File: config.mk
export PLATFORM = sky130hd
export DESIGN_NAME = spi_dac_ctrl
export DESIGN_NICKNAME = d
export VERILOG_FILES = /design/src/rtl/dacif_pkg.sv /design/src/rtl/dacif_rx.sv /design/src/rtl/dacif_decode.sv /design/src/rtl/dacif_bank.sv /design/src/rtl/spi_dac_ctrl.sv
export SDC_FILE = /design/constraint.sdc
export NUM_CORES = 1
export LEC_CHECK = 0
export BUFFER_PORTS_ARGS = -buffer_cell sky130_fd_sc_hd__buf_2
export CORE_UTILIZATION = 30
export DETAILED_ROUTE_END_ITERATION = 10
export GPL_TIMING_DRIVEN = 0
export HOLD_SLACK_MARGIN = 0.05
export SYNTH_ARGS = -nofsm -noshare
export SYNTH_HDL_FRONTEND = slang
export SYNTH_SLANG_ARGS = --single-unit
File: constraint.sdc
create_clock -name clk -period 6.6 [get_ports clk]
set_input_delay 0 -clock clk [delete_from_list [all_inputs] [get_ports clk]]
set_output_delay 0 -clock clk [all_outputs]
set_load 0.05 [all_outputs]
File: src/rtl/dacif_pkg.sv
package dacif_pkg;

  localparam int FRAME_BITS = 24;
  localparam int OP_BITS    = 8;
  localparam int WORD_BITS  = 16;
  localparam logic [WORD_BITS-1:0] RESET_KEY = 16'h1234;

  typedef enum logic [4:0] {
    OP_NONE, OP_NOP, OP_SDO, OP_IN, OP_DAC, OP_LOAD, OP_SPAN, OP_PWR,
    OP_ALL, OP_SRST, OP_READ, OP_SRC_LO, OP_SRC_HI, OP_INV, OP_SCL_LO, OP_SCL_HI
  } op_e;

  typedef struct packed {
    op_e                  op;
    logic [3:0]           ch;
    logic [WORD_BITS-1:0] word;
  } cmd_t;

  function automatic op_e op_of(input logic [OP_BITS-1:0] c);
    op_e r;
    r = OP_NONE;
    case (c[7:4])
      4'h0: begin
        if (c[3:0] == 4'h0) r = OP_NOP;
        else if (c[3:0] == 4'h1) r = OP_SDO;
      end
      4'h1: r = OP_IN;
      4'h2: r = OP_DAC;
      4'h3: if (c[3:0] == 4'h0) r = OP_LOAD;
      4'h4: if (c[3:0] == 4'h0) r = OP_SPAN;
      4'h5: if (c[3:0] == 4'h1) r = OP_PWR;
      4'h6: if (c[3:0] == 4'h0) r = OP_ALL;
      4'h7: if (c[3:0] == 4'h0) r = OP_SRST;
      4'h8: r = OP_READ;
      4'h9: if (c[3:0] == 4'h0) r = OP_SRC_LO;
      4'hA: if (c[3:0] == 4'h0) r = OP_SRC_HI;
      4'hB: if (c[3:0] == 4'h0) r = OP_INV;
      4'hC: if (c[3:0] == 4'h0) r = OP_SCL_LO;
      4'hD: if (c[3:0] == 4'h0) r = OP_SCL_HI;
      default: r = OP_NONE;
    endcase
    return r;
  endfunction

endpackage

File: src/rtl/dacif_rx.sv
module dacif_rx
  import dacif_pkg::*;
(
  input  logic                  clk,
  input  logic                  rst,
  input  logic                  sclk,
  input  logic                  cs_n,
  input  logic                  mosi,
  input  logic [WORD_BITS-1:0]  load_word,
  output logic                  frame_ok,
  output logic [FRAME_BITS-1:0] frame,
  output logic                  sdo
);

  localparam int CNTW = $clog2(FRAME_BITS + 2);
  localparam int PADW = FRAME_BITS - WORD_BITS;

  logic sclk_r, sclk_p, cs_r, cs_p, mosi_r;
  logic rise, fall, f_start, f_end;
  logic [CNTW-1:0]       cnt;
  logic [FRAME_BITS-1:0] sh;
  logic [FRAME_BITS-1:0] tx;

  // Pin sampling and edge detection in the system clock domain
  always_ff @(posedge clk) begin
    if (rst) begin
      sclk_r <= 1'b0;
      sclk_p <= 1'b0;
      cs_r   <= 1'b1;
      cs_p   <= 1'b1;
      mosi_r <= 1'b0;
    end else begin
      sclk_r <= sclk;
      sclk_p <= sclk_r;
      cs_r   <= cs_n;
      cs_p   <= cs_r;
      mosi_r <= mosi;
    end
  end

  assign rise    =  sclk_r & ~sclk_p;
  assign fall    = ~sclk_r &  sclk_p;
  assign f_start = ~cs_r   &  cs_p;
  assign f_end   =  cs_r   & ~cs_p;

  always_ff @(posedge clk) begin
    if (rst) begin
      cnt      <= '0;
      sh       <= '0;
      tx       <= '0;
      frame    <= '0;
      frame_ok <= 1'b0;
    end else begin
      frame_ok <= 1'b0;
      if (f_start) begin
        cnt <= '0;
        tx  <= {{PADW{1'b0}}, load_word};
      end else if (f_end) begin
        frame_ok <= (cnt == CNTW'(FRAME_BITS));
        frame    <= sh;
        tx       <= '0;
      end else if (!cs_r) begin
        if (rise) begin
          sh <= {sh[FRAME_BITS-2:0], mosi_r};
          if (cnt != '1) cnt <= cnt + 1'b1;
        end
        if (fall) tx <= {tx[FRAME_BITS-2:0], 1'b0};
      end
    end
  end

  assign sdo = tx[FRAME_BITS-1];

endmodule

File: src/rtl/dacif_decode.sv
module dacif_decode
  import dacif_pkg::*;
#(
  parameter int NCH = 16
)(
  input  logic                  clk,
  input  logic                  rst,
  input  logic                  frame_ok,
  input  logic [FRAME_BITS-1:0] frame,
  output logic                  cmd_vld,
  output cmd_t                  cmd
);

  op_e        op_c;
  logic [3:0] ch_c;
  logic       chan_bad;

  assign op_c     = op_of(frame[FRAME_BITS-1 -: OP_BITS]);
  assign ch_c     = frame[WORD_BITS +: 4];
  assign chan_bad = (op_c == OP_IN || op_c == OP_DAC || op_c == OP_READ) &&
                    (int'(ch_c) >= NCH);

  always_ff @(posedge clk) begin
    if (rst) begin
      cmd_vld  <= 1'b0;
      cmd.op   <= OP_NONE;
      cmd.ch   <= '0;
      cmd.word <= '0;
    end else begin
      cmd_vld  <= frame_ok && (op_c != OP_NONE) && !chan_bad;
      cmd.op   <= op_c;
      cmd.ch   <= ch_c;
      cmd.word <= frame[WORD_BITS-1:0];
    end
  end

endmodule

File: src/rtl/dacif_bank.sv
module dacif_bank
  import dacif_pkg::*;
#(
  parameter int NCH = 16,
  parameter int SPW = 3
)(
  input  logic                     clk,
  input  logic                     rst,
  input  logic                     cmd_vld,
  input  cmd_t                     cmd,
  output logic [NCH*WORD_BITS-1:0] dac_codes,
  output logic [SPW-1:0]           span_code,
  output logic [NCH-1:0]           dith_pwr,
  output logic [NCH-1:0]           dith_inv,
  output logic [2*NCH-1:0]         dith_src,
  output logic [2*NCH-1:0]         dith_scl,
  output logic [WORD_BITS-1:0]     rb_word
);

  localparam int CHW  = (NCH > 1) ? $clog2(NCH) : 1;
  localparam int MAPW = 2 * NCH;

  logic           wipe;
  logic           span_open;
  logic           armed;
  logic           sdo_en;
  logic [CHW-1:0] rb_ch;

  assign wipe = rst | (cmd_vld && cmd.op == OP_SRST && cmd.word == RESET_KEY);

  function automatic logic [MAPW-1:0] put_half(input logic [MAPW-1:0] m,
                                               input logic [WORD_BITS-1:0] w,
                                               input logic hi);
    logic [MAPW-1:0] r;
    r = m;
    for (int i = 0; i < MAPW; i++) begin
      if ((i >= WORD_BITS) == hi) r[i] = w[i % WORD_BITS];
    end
    return r;
  endfunction

  // Per-channel staging and active code registers
  for (genvar g = 0; g < NCH; g++) begin : g_ch
    logic [WORD_BITS-1:0] in_r;
    logic [WORD_BITS-1:0] dac_r;
    logic                 hit;

    assign hit = (cmd.ch == 4'(g));

    always_ff @(posedge clk) begin
      if (wipe) begin
        in_r  <= '0;
        dac_r <= '0;
      end else if (cmd_vld) begin
        if (cmd.op == OP_IN && hit) in_r <= cmd.word;
        if ((cmd.op == OP_DAC && hit) || cmd.op == OP_ALL) dac_r <= cmd.word;
        else if (cmd.op == OP_LOAD) dac_r <= in_r;
      end
    end

    assign dac_codes[g*WORD_BITS +: WORD_BITS] = dac_r;
  end

  // Configuration, dither and readback control
  always_ff @(posedge clk) begin
    if (wipe) begin
      span_code <= '0;
      span_open <= 1'b1;
      dith_pwr  <= '1;
      dith_inv  <= '0;
      dith_src  <= '0;
      dith_scl  <= '0;
      armed     <= 1'b0;
      rb_ch     <= '0;
      sdo_en    <= 1'b1;
    end else if (cmd_vld) begin
      armed <= (cmd.op == OP_READ);
      if (cmd.op == OP_READ) rb_ch <= cmd.ch[CHW-1:0];
      case (cmd.op)
        OP_SDO:    sdo_en <= ~cmd.word[0];
        OP_SPAN: begin
          if (span_open) begin
            span_code <= cmd.word[SPW-1:0];
            span_open <= 1'b0;
          end
        end
        OP_PWR:    dith_pwr <= cmd.word[NCH-1:0];
        OP_INV:    dith_inv <= cmd.word[NCH-1:0];
        OP_SRC_LO: dith_src <= put_half(dith_src, cmd.word, 1'b0);
        OP_SRC_HI: dith_src <= put_half(dith_src, cmd.word, 1'b1);
        OP_SCL_LO: dith_scl <= put_half(dith_scl, cmd.word, 1'b0);
        OP_SCL_HI: dith_scl <= put_half(dith_scl, cmd.word, 1'b1);
        default: ;
      endcase
    end
  end

  assign rb_word = (armed && sdo_en) ? dac_codes[rb_ch*WORD_BITS +: WORD_BITS] : '0;

endmodule

File: src/rtl/spi_dac_ctrl.sv
module spi_dac_ctrl
  import dacif_pkg::*;
#(
  parameter int NCH = 16,
  parameter int SPW = 3
)(
  input  logic                     clk,
  input  logic                     rst,
  input  logic                     hw_rst,
  input  logic                     sclk,
  input  logic                     cs_n,
  input  logic                     mosi,
  output logic                     sdo,
  output logic [NCH*WORD_BITS-1:0] dac_codes,
  output logic [SPW-1:0]           span_code,
  output logic [NCH-1:0]           dith_pwr,
  output logic [NCH-1:0]           dith_inv,
  output logic [2*NCH-1:0]         dith_src,
  output logic [2*NCH-1:0]         dith_scl
);

  logic                  any_rst;
  logic                  frame_ok;
  logic [FRAME_BITS-1:0] frame;
  logic                  cmd_vld;
  cmd_t                  cmd;
  logic [WORD_BITS-1:0]  rb_word;

  assign any_rst = rst | hw_rst;

  dacif_rx u_rx (
    .clk(clk), .rst(any_rst), .sclk(sclk), .cs_n(cs_n), .mosi(mosi),
    .load_word(rb_word), .frame_ok(frame_ok), .frame(frame), .sdo(sdo)
  );

  dacif_decode #(.NCH(NCH)) u_dec (
    .clk(clk), .rst(any_rst), .frame_ok(frame_ok), .frame(frame),
    .cmd_vld(cmd_vld), .cmd(cmd)
  );

  dacif_bank #(.NCH(NCH), .SPW(SPW)) u_bank (
    .clk(clk), .rst(any_rst), .cmd_vld(cmd_vld), .cmd(cmd),
    .dac_codes(dac_codes), .span_code(span_code), .dith_pwr(dith_pwr),
    .dith_inv(dith_inv), .dith_src(dith_src), .dith_scl(dith_scl),
    .rb_word(rb_word)
  );

endmodule

Word level (Yosys, flattened, before mapping)
Cells that the tools add are included.

$add $sub $neg: 1. Equal/unequal tests: 47. Shift operators: 1. Multiplexer cells: 52. Bitwise logic cells: 17. Reduce and logical (&&, ||, !) cells: 123.

Operator list (count): $mux 16 (37); $shiftx 256x9->16 (1); $pmux 32 s2 (2); $reduce_and 2->1 (40); $pmux 5 s14 (1); $eq 4x4->1 const B (14); $eq 5x4->1 const B (8); $logic_and 1x1->1 (36); $eq 4x3->1 const B (8); $reduce_bool 2->1 (16); $mux 4 (7); $eq 5x3->1 const B (4); $eq 16x13->1 const B (1); $eq 4x2->1 const B (4); $logic_or 1x1->1 (16); $reduce_and 3->1 (5); $eq 4x1->1 const B (3); $logic_not 4->1 (3); $not 1->1 (11); $eq 5x2->1 const B (2); $mux 3 (3); $reduce_and 4->1 (2); $reduce_or 3->1 (2); $add 5x1->5 const B (1); 10 further kinds (14).

Register bits: 727. Input port bits: 6. Output and inout port bits: 356. Logic and storage cells: 299.

Depth between registers and ports, before layout
Depth after elaboration: 6. Mapped depth: 9. Mapped depth without buffers: 7.

Cells and area by module
From an unflattened synthesis, not the netlist that was laid out.

Cells, all modules: 3640. Area total of the unflattened synthesis: 32388.6 sq um.

Modules (own cells, without submodules): dacif_bank (instances 1, cells an instance 3180, area an instance 28165.8 sq um, sequential area each 12371.9 sq um); dacif_rx (instances 1, cells an instance 361, area an instance 3273.1 sq um, sequential area each 1661.6 sq um); dacif_decode (instances 1, cells an instance 98, area an instance 943.4 sq um, sequential area each 500.5 sq um); spi_dac_ctrl (instances 1, cells an instance 1, area an instance 6.3 sq um, sequential area each 0.0 sq um).

Worst setup path before layout
OpenSTA, ideal clock, no wires.

Path type: register to register. Start point: register, netlist name u_dec.cmd[20]. End point: register u_bank.g_ch[7].dac_r[10]. Library setup time: 86 ps. Data arrival time: 2007 ps. Data required time: 6514 ps. Setup slack: 4507 ps. Cell stages (with the launch flop): 9. Path buffers: 3. Clock period less this slack: 2093 ps. Cells stage by stage: dfxtp_1 or4b_1 buf_2 buf_6 nor3_2 nor2_2 buf_4 mux2i_1 a211oi_1.

Longest elaborated chain between the ends: 5. Elaborated cells on any way between the ends: 12. Those cells by class: eq/ne: 4; mux: 1; bitwise: 1; reduce/logical: 6.

RTL lines: $eq 5x3->1 (line dacif_bank.sv:56) `if ((cmd.op == OP_DAC && hit) || cmd.op == OP_ALL) dac_r <= cmd.word;`; $logic_and 1x1->1 (line dacif_bank.sv:56); $logic_or 1x1->1 (line dacif_bank.sv:56); $reduce_bool 2->1 (no source line); $reduce_and 2->1 (no source line); to (signal assigned) (line dacif_bank.sv:56); to (signal assigned) (line dacif_bank.sv:57) `else if (cmd.op == OP_LOAD) dac_r <= in_r;`; to (decl) (line dacif_bank.sv:45) `logic [WORD_BITS-1:0] dac_r;`.

Several ways; a longest one is shown, not always the timed one. A chain may end at the register's enable or synchronous reset.

Worst setup path after layout
Start point: register, netlist name u_dec.cmd[19]. End point: register u_bank.g_ch[11].in_r[7].

Longest elaborated chain between the ends: 3.

RTL lines: $eq 4x4->1 (line dacif_bank.sv:48) `assign hit = (cmd.ch == 4'(g));`; $logic_and 1x1->1 (line dacif_bank.sv:55) `if (cmd.op == OP_IN && hit) in_r <= cmd.word;`; $reduce_and 2->1 (no source line); to (signal assigned) (line dacif_bank.sv:55); to (decl) (line dacif_bank.sv:44) `logic [WORD_BITS-1:0] in_r;`.

Every way passes these cells.

==> results.toml <==
[flow_run]
drv_cap = 0

[worst_setup_path]
reg2reg_to = "u_bank.g_ch[11].in_r[7]"
r2r_start = "u_dec.cmd[19]"
crit_type = "reg2reg"
worstPathMaxFanout = 10
ff2ff_path_depth = 7
crit_path_end_kind = "register"
r2r_setup_slack_ps = 3060
cp-start-kind = "register"
crit_arrival_ps = 4080
critical_path_required_ps = 7150

[sta]
tightest_slew_ps = 1434
timing.fmax_mhz = 282.8
rsz0062_at_grt = "no"
whs_ps = 77.60
hold_viol = 0
fin_skew_ps = 32.57
min_period_ps = 3536
tns_ps = 0
period_share_pct = 53.58
slew_headroom_pct = 4.386
setup_viol = 0
slew_viol_final = 0

[yosys]
seq_area_frac_synth_pct = 47.01
synth-compound-area-share_pct = 14.71
mappedNetlistArea_um2 = 30920
synth.mux.area_fraction_pct = 13.90
synth_edf_count = 0
syn_inst = 3494
synth_ff_type = "dfxtp_1"
synth_cell_type_count = 58
synth_fa_ha_area_share_pct = 0.2752
synthXorXnorAreaFrac_pct = 0.1133
ys_warn_count = 0
async_reset_ff_share_pct = 0
synth-seq-cells = 726
syn_area_per_cell_um2 = 8.848
syn-num-nets = 3506
synth_top_family_by_area = "simple AND/OR/NAND/NOR gates"
synth-simple-area-share_pct = 18.61

[pwr]
seqPwrFrac_pct = 47.2
leakagePower_nw = 14.09
peakVddDrop_mv = 0.1823
fin_total_pwr_w = 0.009291
p_int_w = 0.007113
combPwrFrac_pct = 1.6
power_switching_w = 0.002178
power_density_nw_per_um2 = 249.0
clock_power_share_pct = 51.2
p_sw_share_pct = 23.44

[layout]
layout_common_cells = "nand2_1 (749), dfxtp_1 (726), buf_2 (441)"
synthToLayoutAreaGrowth_pct = 20.71
final_cells = 5386
final_common_cell = "nand2_1"
drive_gt1_share_pct = 19.22
nets = 3960

[placed_design]
gp_congestion = 1.016
portBuffers = 361
detailed_place_hpwl_um = 109500
dp.cells = 5223

[routing]
drt_wl_total_um = 145700
wl_per_cell_um = 27.04
drtIter0Drc = 3504
post-route-drc-count = 0
ant_nets = 0
vias_per_cell = 5.427
firstDrtPassIters = 8
vias = 29230

[cts]
cts_tree = "built"
cts_buffer_depth = 3
cts_root_buf = "clkbuf_16"
path_clk_slew_ps = 60
cts.htree.levels = 3
clock-sinks = 726
post_cts_buffers = 0
clk_latency_ps = 680
cts_made_buffers = 82

[floorplan]
rows = 117
die-area_um2 = 104300
ios = 362
dieHeight_um = 323.0
start_util_pct = 30.30
core_area_um2 = 102000
die_w_um = 323.0

[global_routing]
overflow = 0
grt_pass1_wl_um = 200700
grt_max_degree = 15
antenna_found_initial = 9
grt_pass1_vias = 26890
grt.total_usage_pct = 27.01

[run_status]
status = "finished clean"

[hold_path]
hold_start = "mosi"
worstHoldPathCells = 3
hold_path.class = "in2reg"
hold_end = "u_rx.mosi_r"
## cell families after synthesis
family                   count (synthesis)
multiplexers                           354
AO/OA/AOI/OAI                          676
AND/OR/NAND/NOR                       1381
XOR/XNOR                                 4
flip-flops                             726
adder cells (fa/ha/maj)                  7
buffers and inverters                  346
## timing repair
action | in CTS | in global routing
hold buffers | 9 | 0
hold endpoints to repair | 26 | 0
resized for setup | 0 | 0
endpoints found under the setup margin | 0 | 0
## worst max-delay path by stage
stage | start | end | slack [ps] | cells after the start
4_1_cts | u_dec.cmd[5] | u_bank.dith_scl[15] | 3290 | 8
6_report | u_dec.cmd[19] | u_bank.g_ch[11].in_r[7] | 3060 | 7
3_3_place_gp | u_dec.cmd[5] | u_bank.dith_scl[31] | 3310 | 8
5_1_grt | u_dec.cmd[5] | u_bank.g_ch[1].in_r[15] | 3060 | 8
3_5_place_dp | u_dec.cmd[5] | u_bank.dith_scl[15] | 3330 | 8
2_1_floorplan | u_dec.cmd[20] | u_bank.g_ch[7].dac_r[10] | 4510 | 8
## stage by stage
step	util, %	setup WS [ps]	instance area [um^2]
global placement	33.75	3307	34430
global route	36.57	3061	37320
floorplan	-	4507	30920
finish	36.57	3064	37320
detailed placement	33.75	3326	34440
CTS	36.57	3294	37320
## registers in the layout, indices dropped and copies added, names as in the netlist, 24 cells and up
signal,count
u_bank.dith_scl,32
u_bank.dith_src,32
u_bank.g_ch.dac_r,256
u_bank.g_ch.in_r,256
u_dec.cmd,24
u_rx.frame,24
u_rx.sh,24
u_rx.tx,24
## synthesized netlist by cell type (all sizes together) (6+ instances only)
master | instances | area, um^2
nand2 | 749 | 2811
dfxtp | 726 | 14530
nor2 | 387 | 1483
a21oi | 340 | 1705
mux2i | 292 | 2923
clkbuf | 196 | 735.7
a211oi | 195 | 1609
buf | 140 | 892.1
nand3 | 129 | 645.6
a311oi | 64 | 623.1
mux4 | 60 | 1351
and2 | 30 | 187.7
o21ai | 24 | 120.1
nor3 | 22 | 181.4
o21a | 16 | 195.2
a22oi | 13 | 97.59
a221oi | 11 | 96.34
inv | 10 | 37.54
nor2b | 10 | 62.56
nand2b | 9 | 56.30
nor4 | 8 | 68.82
and3 | 7 | 43.79
or2 | 7 | 43.79
ha | 6 | 75.07
nand4 | 6 | 37.54
or3 | 6 | 37.54
## layout make-up
class	instances	area, um^2
Clock buffer	116	2371
Multi-Input combinational cell	2422	14720
Buffer	336	1628
Fill cell	10600	64720
Inverter	10	37.54
Timing Repair Buffer	370	1897
Antenna cell	1	2.502
Clock inverter	37	415.4
Sequential cell	726	14530
Tap cell	1368	1712
## power by group through the flow
stage          Clock, W  Sequential, W  Combinational [W]
6_report        0.00476        0.00438           0.000149
3_3_place_gp          0        0.00448           0.000140
4_1_cts         0.00478        0.00438           0.000143
2_1_floorplan         0        0.00448          0.0000757
5_1_grt         0.00495        0.00438           0.000152
3_5_place_dp          0        0.00448           0.000139
## critical path: stages (launching register included)
cell      delay [ps]
dfxtp_1          510
nand2b_1         390
nor4_1           970
buf_2            480
nand3_1          450
clkbuf_1         370
nand2_1          140
a21oi_1           70
## metal layers
layer / track usage (%) / wire [um] / vias to the layer above
li1: - / - / 13000
met1: 33.57 / 56540 / 14180
met2: 42.29 / 64510 / 1662
met3: 7.632 / 16050 / 397
met4: 14.33 / 8557 / 2
met5: 0 / 8 / -
(Power assumes the default switching activity.)
